### src/rtl/irqg_pkg.sv
// Package: shared register-select encoding for the interrupt aggregator.
// Assumes a 2-bit register address on the byte-wide register port.
package irqg_pkg;
    typedef enum logic [1:0] {
        REG_MASK_PRI = 2'd0,
        REG_MASK_SEC = 2'd1,
        REG_PEND     = 2'd2,
        REG_NONE     = 2'd3
    } irqg_reg_e;
endpackage

### src/rtl/irqg_mask_regs.sv
// Module: holds the primary and secondary mask registers.
// Also provides the mask value that takes effect in the current cycle, so that
// the evaluator can judge a mask write against the new mask.
// Assumes one write per cycle; writes to other addresses are ignored here.
module irqg_mask_regs
    import irqg_pkg::*;
#(
    parameter int N_SRC = 8
) (
    input  logic             clk,
    input  logic             rst_n,
    input  logic             wr_en,
    input  irqg_reg_e        wr_addr,
    input  logic [N_SRC-1:0] wr_data,
    output logic [N_SRC-1:0] mask_pri_q,
    output logic [N_SRC-1:0] mask_sec_q,
    output logic [N_SRC-1:0] mask_eff,
    output logic             pri_wr
);
    logic sec_wr;

    // Decode which mask register this cycle's write targets.
    always_comb begin
        pri_wr = wr_en && (wr_addr == REG_MASK_PRI);
        sec_wr = wr_en && (wr_addr == REG_MASK_SEC);
    end

    // Mask seen by this cycle's evaluation: the new value on a write.
    always_comb begin
        mask_eff = pri_wr ? wr_data : mask_pri_q;
    end

    // Primary mask storage.
    always_ff @(posedge clk) begin
        if (!rst_n)      mask_pri_q <= '0;
        else if (pri_wr) mask_pri_q <= wr_data;
    end

    // Secondary mask storage; it has no path into the interrupt logic.
    always_ff @(posedge clk) begin
        if (!rst_n)      mask_sec_q <= '0;
        else if (sec_wr) mask_sec_q <= wr_data;
    end
endmodule

### src/rtl/irqg_pending.sv
// Module: pending register with post-then-clear ordering per bit.
// Exposes the value after the post (pend_mid) and after the clear (pend_next).
// Assumes the strobes qualify their vectors; vectors are ignored otherwise.
module irqg_pending #(
    parameter int N_SRC = 8
) (
    input  logic             clk,
    input  logic             rst_n,
    input  logic             post_en,
    input  logic [N_SRC-1:0] post_vec,
    input  logic             clr_en,
    input  logic [N_SRC-1:0] clr_vec,
    output logic [N_SRC-1:0] pend_q,
    output logic [N_SRC-1:0] pend_mid,
    output logic [N_SRC-1:0] pend_next
);
    for (genvar i = 0; i < N_SRC; i++) begin : g_bit
        // Per-source next state: post sets first, then clear removes.
        always_comb begin
            pend_mid[i]  = pend_q[i] | (post_en & post_vec[i]);
            pend_next[i] = pend_mid[i] & ~(clr_en & clr_vec[i]);
        end
    end

    // Pending register update.
    always_ff @(posedge clk) begin
        if (!rst_n) pend_q <= '0;
        else        pend_q <= pend_next;
    end
endmodule

### src/rtl/irqg_eval.sv
// Module: event-driven assert/deassert evaluator with a sticky flag.
// The assert check runs on a post or primary mask write; the deassert check
// runs on a clear, after the assert check. Pulses are registered one-cycle.
// Assumes pend_mid/pend_next come from the same cycle's pending logic.
module irqg_eval #(
    parameter int N_SRC = 8
) (
    input  logic             clk,
    input  logic             rst_n,
    input  logic             post_en,
    input  logic             pri_wr,
    input  logic             clr_en,
    input  logic [N_SRC-1:0] mask_eff,
    input  logic [N_SRC-1:0] pend_mid,
    input  logic [N_SRC-1:0] pend_next,
    output logic             flag_q,
    output logic             set_pulse_q,
    output logic             clr_pulse_q
);
    logic set_d;
    logic drop_d;
    logic flag_d;

    // Assert and deassert decisions for this cycle, in post-then-clear order.
    always_comb begin
        set_d  = (post_en | pri_wr) && (|(pend_mid & mask_eff)) && !flag_q;
        drop_d = clr_en && !(|(pend_next & mask_eff));
        flag_d = drop_d ? 1'b0 : (flag_q | set_d);
    end

    // Flag and pulse registers.
    always_ff @(posedge clk) begin
        if (!rst_n) begin
            flag_q      <= 1'b0;
            set_pulse_q <= 1'b0;
            clr_pulse_q <= 1'b0;
        end else begin
            flag_q      <= flag_d;
            set_pulse_q <= set_d;
            clr_pulse_q <= drop_d;
        end
    end
endmodule

### src/rtl/irq_gather.sv
// Module: top of the masked interrupt request aggregator.
// Wires the mask registers, pending register and evaluator together, and
// muxes register readback. Assumes synchronous active-low reset.
module irq_gather
    import irqg_pkg::*;
#(
    parameter int N_SRC = 8
) (
    input  logic             clk,
    input  logic             rst_n,
    input  logic             post_en,
    input  logic [N_SRC-1:0] post_vec,
    input  logic             clr_en,
    input  logic [N_SRC-1:0] clr_vec,
    input  logic             reg_wr,
    input  logic [1:0]       reg_addr,
    input  logic [N_SRC-1:0] reg_wdata,
    output logic [N_SRC-1:0] reg_rdata,
    output logic             irq_level,
    output logic             irq_set_pulse,
    output logic             irq_clr_pulse
);
    irqg_reg_e        addr_e;
    logic [N_SRC-1:0] mask_pri_q;
    logic [N_SRC-1:0] mask_sec_q;
    logic [N_SRC-1:0] mask_eff;
    logic             pri_wr;
    logic [N_SRC-1:0] pend_q;
    logic [N_SRC-1:0] pend_mid;
    logic [N_SRC-1:0] pend_next;
    logic             flag_q;
    logic             set_pulse_q;
    logic             clr_pulse_q;

    // Typed view of the register address.
    always_comb addr_e = irqg_reg_e'(reg_addr);

    irqg_mask_regs #(.N_SRC(N_SRC)) u_masks (
        .clk        (clk),
        .rst_n      (rst_n),
        .wr_en      (reg_wr),
        .wr_addr    (addr_e),
        .wr_data    (reg_wdata),
        .mask_pri_q (mask_pri_q),
        .mask_sec_q (mask_sec_q),
        .mask_eff   (mask_eff),
        .pri_wr     (pri_wr)
    );

    irqg_pending #(.N_SRC(N_SRC)) u_pend (
        .clk       (clk),
        .rst_n     (rst_n),
        .post_en   (post_en),
        .post_vec  (post_vec),
        .clr_en    (clr_en),
        .clr_vec   (clr_vec),
        .pend_q    (pend_q),
        .pend_mid  (pend_mid),
        .pend_next (pend_next)
    );

    irqg_eval #(.N_SRC(N_SRC)) u_eval (
        .clk         (clk),
        .rst_n       (rst_n),
        .post_en     (post_en),
        .pri_wr      (pri_wr),
        .clr_en      (clr_en),
        .mask_eff    (mask_eff),
        .pend_mid    (pend_mid),
        .pend_next   (pend_next),
        .flag_q      (flag_q),
        .set_pulse_q (set_pulse_q),
        .clr_pulse_q (clr_pulse_q)
    );

    // Register readback multiplexer.
    always_comb begin
        case (addr_e)
            REG_MASK_PRI: reg_rdata = mask_pri_q;
            REG_MASK_SEC: reg_rdata = mask_sec_q;
            REG_PEND:     reg_rdata = pend_q;
            default:      reg_rdata = '0;
        endcase
    end

    // Output drive.
    always_comb begin
        irq_level     = flag_q;
        irq_set_pulse = set_pulse_q;
        irq_clr_pulse = clr_pulse_q;
    end
endmodule

### config.mk
export PLATFORM = sky130hd
export DESIGN_NAME = irq_gather
export DESIGN_NICKNAME = d
export VERILOG_FILES = /design/src/rtl/irqg_pkg.sv /design/src/rtl/irqg_mask_regs.sv /design/src/rtl/irqg_pending.sv /design/src/rtl/irqg_eval.sv /design/src/rtl/irq_gather.sv
export SDC_FILE = /design/constraint.sdc
export NUM_CORES = 1
export LEC_CHECK = 0
export BUFFER_PORTS_ARGS = -buffer_cell sky130_fd_sc_hd__buf_2
export CORE_UTILIZATION = 45
export DETAILED_ROUTE_END_ITERATION = 10
export GPL_ROUTABILITY_DRIVEN = 0
export HOLD_SLACK_MARGIN = 0.1
export PLACE_DENSITY = 0.73
export SKIP_CTS_REPAIR_TIMING = 1
export SLEW_MARGIN = 20
export SYNTH_ARGS = -nofsm -noshare
export SYNTH_HDL_FRONTEND = slang
export SYNTH_SLANG_ARGS = --single-unit
### constraint.sdc
create_clock -name clk -period 1.6 [get_ports clk]
set_input_delay 0.16 -clock clk [delete_from_list [all_inputs] [get_ports clk]]
set_output_delay 0.16 -clock clk [all_outputs]
set_load 0.05 [all_outputs]
# Word level (Yosys, flattened, before mapping)
# Index checks and enable logic that the tools add are counted.
[classes]
n_eq_ne = 2
mux = 2
bitwise = 45
n_reduce_logical = 11
[ops]
columns = ["op", "n"]
rows = [
  ["bitwise AND 1 bit", 24],
  ["case mux 8 bit (3 select lines)", 1],
  ["bitwise AND 8 bit", 2],
  ["OR reduction 8 bit", 2],
  ["OR 1 bit", 10],
  ["inverter 1 bit", 9],
  ["two-way mux 8 bit", 1],
  ["logical AND 1 bit", 5],
  ["== test 2 x 1 -> 1 bit, second input constant", 1],
  ["== test 2 bit, second input constant", 1],
  ["zero test 1 bit", 2],
  ["zero test 2 bit", 1],
  ["OR reduction 2 bit", 1],
]
[totals]
reg_bits = 27
inputBits = 31
output_inout_bits = 11

# Longest topological paths before layout
[logic_depth]
ltp_word = 8
depth_mapped = 6
mapped_depth_nobuf = 5

# Hierarchy
# A second synthesis with hierarchy kept.
[hier_totals]
cells_unflattened = 152
area_unflattened_um2 = 1462.7
[modules_own_cells]
columns = ["module", "instances", "cells_each", "area_each_um2", "seq_area_each_um2"]
rows = [
  ["irqg_mask_regs", 1, 71, 730.7, 320.3],
  ["irqg_pending", 1, 42, 366.6, 160.2],
  ["irq_gather", 1, 20, 197.7, 0.0],
  ["irqg_eval", 1, 19, 167.7, 60.1],
]

# Worst setup path after synthesis
# No wires, ideal clock.
[synth_timing]
kind = "input to output"
start = "in reg_addr[1]"
end = "out reg_rdata[0]"
arrival_time_ps = 1581
required_time_ps = 1440
setup_slack_ps = -141
path_stages = 3
cell_sequence = "buf_2 mux2i_1 o21ai_0"
[synth_via]
elab_chain_cells = 2
[synth_lines]
columns = ["element", "line_no", "text"]
rows = [
  ["start, declared", "irq_gather.sv:16", "input logic [1:0] reg_addr,"],
  ["== test 2 bit (tied with other cells)", "irq_gather.sv:78", "case (addr_e)"],
  ["case mux 8 bit (3 select lines) *", "irq_gather.sv:78", ""],
  ["end, declared", "irq_gather.sv:18", "output logic [N_SRC-1:0] reg_rdata,"],
]
# Every way passes the cells marked *; elsewhere a longest branch is shown, timed or not.

# Worst setup path in the final report
[layout_timing]
start = "in reg_addr[1]"
end = "out reg_rdata[3]"
# The elaborated chain is that of the path after synthesis.

==> results by group <==
CTS
  – CTS Sinks: 27
  – CTS tree: built
  – Num CTS Buffers: 3
  – H-tree depth: 1
  – Clock Path Buffers: 2
  – Clock Pin Slew Worst Setup and Hold Paths: 0.14 ns
  – Clk root buf: clkbuf_4
  – Clock Latency Late Sink: 0.32 ns

Floorplan
  – Core region area: 2780 um2
  – Total die area: 3170 um2
  – Die H: 56.3 um
  – # IOs: 42
  – Starting density of the core: 47.7%
  – Width of the chip: 56.3 um
  – Site Rows: 19

Timing
  – Worst slew margin: 80.5%
  – Final WS setup: 0.124 ns
  – Tmin final: 1.48 ns
  – Setup TNS: 0 ns
  – Final Hold Viols: 0
  – Fmax: 678 MHz
  – Fin crit share: 92.2%
  – Final setup viols: 0
  – RSZ-0062 raised after global routing: no
  – Max-slew violations: 0
  – Hold Slack: 0.103 ns
  – Worst-Margin Slew: 0.285 ns
  – Setup skew after layout: 0.00102 ns

Placed design
  – Placed insts: 230
  – Detail Placement HPWL: 2.75 mm
  – Port bufs: 41
  – Pre-CTS WS: -0.170 ns

Drt
  – Drt drc: 0
  – Drt first pass iters: 4
  – Vias per Instance: 5.43
  – Final WL: 3.45 mm
  – Post-route ant nets: 0
  – Routed len/inst: 14.3 um
  – DR iter-0 viols: 48
  – Vias: 1309

Global routing
  – GRT Util Overall: 22.4%
  – Largest net degree at the start of global routing: 17
  – Vias in the first global route: 1300
  – Initial antenna violation count: 0
  – Global route overflow: 0
  – First-pass GRT wire length: 5.57 mm

Logic synthesis
  – Post-synth top flop: dfxtp_1
  – Post-synthesis cell type count: 32
  – Post-synth net total: 177
  – EDFF count, synth: 0
  – Register area share after synthesis: 40.8%
  – Synth Cell Area: 1330 um2
  – Cell count after synthesis: 146
  – Ys Warns: 0
  – Number of synthesized register bits: 27
  – Async S/R FF share, synth: 0%
  – Avg Inst Size Synth: 9.08 um2

Worst setup path
  – Critical path class: input pin to output port
  – Worst r2r src: u_pend.pend_q[0]
  – Crit end category: output port
  – Worst EP arrival: 1.32 ns
  – Crit path from: reg_addr[1]
  – CP startpoint kind: input pin
  – Worst Path Max Fanout: 14
  – Crit path required time: 1.44 ns

Min path
  – HP Class: input pin to flip-flop
  – Hold path startpoint: reg_wdata[6]

Pwr
  – Internal: 938 uW
  – Power Dens Cells: 752 nW/um2
  – Gate power share: 23.8%
  – Sw Ratio: 29.4%
  – Maximum vdd drop: 0.598 mV
  – LEAKAGE: 0.000799 uW
  – Total power: 1330 uW
  – Switching power: 390 uW
  – Clock Power Share: 21.9%
  – Flop pwr share: 54.3%

Status
  – Status: finished clean

Layout
  – Most common cell after layout, fill and taps aside: buf_2
  – Share of cells above drive strength 1: 35.2%
  – Filler instances: 241
  – Area Growth Syn to Fin: 33.1%
  – ANT cells: 0
  – Multi-input gate area: 719 um2
  – Most frequent cells in the layout: buf_2 (41), dfxtp_1 (27), buf_4 (21)
  – Final std cells w/o fill: 241
  – Nets: 242
  – FF/Latch Area: 541 um2

Flow run
  – MaxCap Viol Count: 0
## worst paths after layout
| check | slack (ns) | to | cells after the start |
|---|---|---|---|
| max | 0.12 | reg_rdata[3] | 8 |
| min reg2reg | 0.47 | u_masks.mask_sec_q[3] | 2 |
| max reg2reg | 0.22 | u_eval.clr_pulse_q | 5 |
| min | 0.10 | u_masks.mask_sec_q[6] | 3 |
## worst max-delay path, stage by stage
cell	delay (ns)
buf_2	0.12
buf_4	0.15
buf_4	0.15
nor2b_1	0.11
buf_4	0.20
nand2_1	0.07
o21ai_1	0.08
buf_2	0.28
## synth_stat cells, drive strengths merged (2+ instances only)
| cell type | instances | area [um2] |
|---|---|---|
| a21oi | 10 | 50.1 |
| o21ai | 9 | 45.0 |
| clkbuf | 2 | 17.5 |
| nor3 | 3 | 15.0 |
| and3 | 3 | 18.8 |
| a21o | 4 | 31.3 |
| o211ai | 2 | 15.0 |
| nand2 | 18 | 67.6 |
| o221ai | 2 | 17.5 |
| inv | 2 | 7.51 |
| buf | 7 | 41.3 |
| dfxtp | 27 | 541 |
| nor2b | 2 | 15.0 |
| a211oi | 4 | 30.0 |
| nor2 | 15 | 56.3 |
| nand3 | 5 | 25.0 |
| or4b | 3 | 30.0 |
| o32ai | 2 | 32.5 |
| mux2i | 19 | 190 |
## power by group through the flow
stage	Sequential (uW)	Combinational (uW)	Clock, uW
3_5_place_dp	734	302	0
3_3_place_gp	733	294	0
2_1_floorplan	749	168	0
4_1_cts	720	303	300
6_report	720	316	291
5_1_grt	723	341	321
## state kept, by name, summed over array words and instances (netlist names)
name                flops
u_masks.mask_sec_q      8
u_masks.mask_pri_q      8
u_pend.pend_q           8
u_eval.clr_pulse_q      1
u_eval.flag_q           1
u_eval.set_pulse_q      1
## through the flow
stage | utilization [%] | instance area, um2
6_report | 63.5 | 1770
5_1_grt | 63.5 | 1770
4_1_cts | 61.0 | 1700
3_5_place_dp | 60.0 | 1670
3_3_place_gp | 60.0 | 1670
2_1_floorplan | - | 1330
## routing by layer
metal	up-vias	part of all wire, %	track usage (%)
met4	0	1.4	11.1
met3	6	3.5	3.00
li1	656	-	-
met5	-	0	0
met1	609	44	26.8
met2	38	51	39.1
## cell type report
cell class	count	area share [%]
Tap cell	31	2.20
Multi-Input combinational cell	108	40.8
Inverter	2	0.425
Clock buffer	4	1.49
Sequential cell	27	30.6
Timing Repair Buffer	69	24.5
## logic make-up (layout without fill, tap and decap cells)
| group | after synthesis | after routing | synth area share (%) |
|---|---|---|---|
| and+or+nand+nor | 52 | 52 | 19.9 |
| AOI/OAI and AO/OA | 37 | 37 | 20.0 |
| DFF | 27 | 27 | 40.8 |
| muxes | 19 | 19 | 14.3 |
| buffers and inverters | 11 | 75 | 5.00 |
No activity file was read; power rests on OpenSTA's default activity.
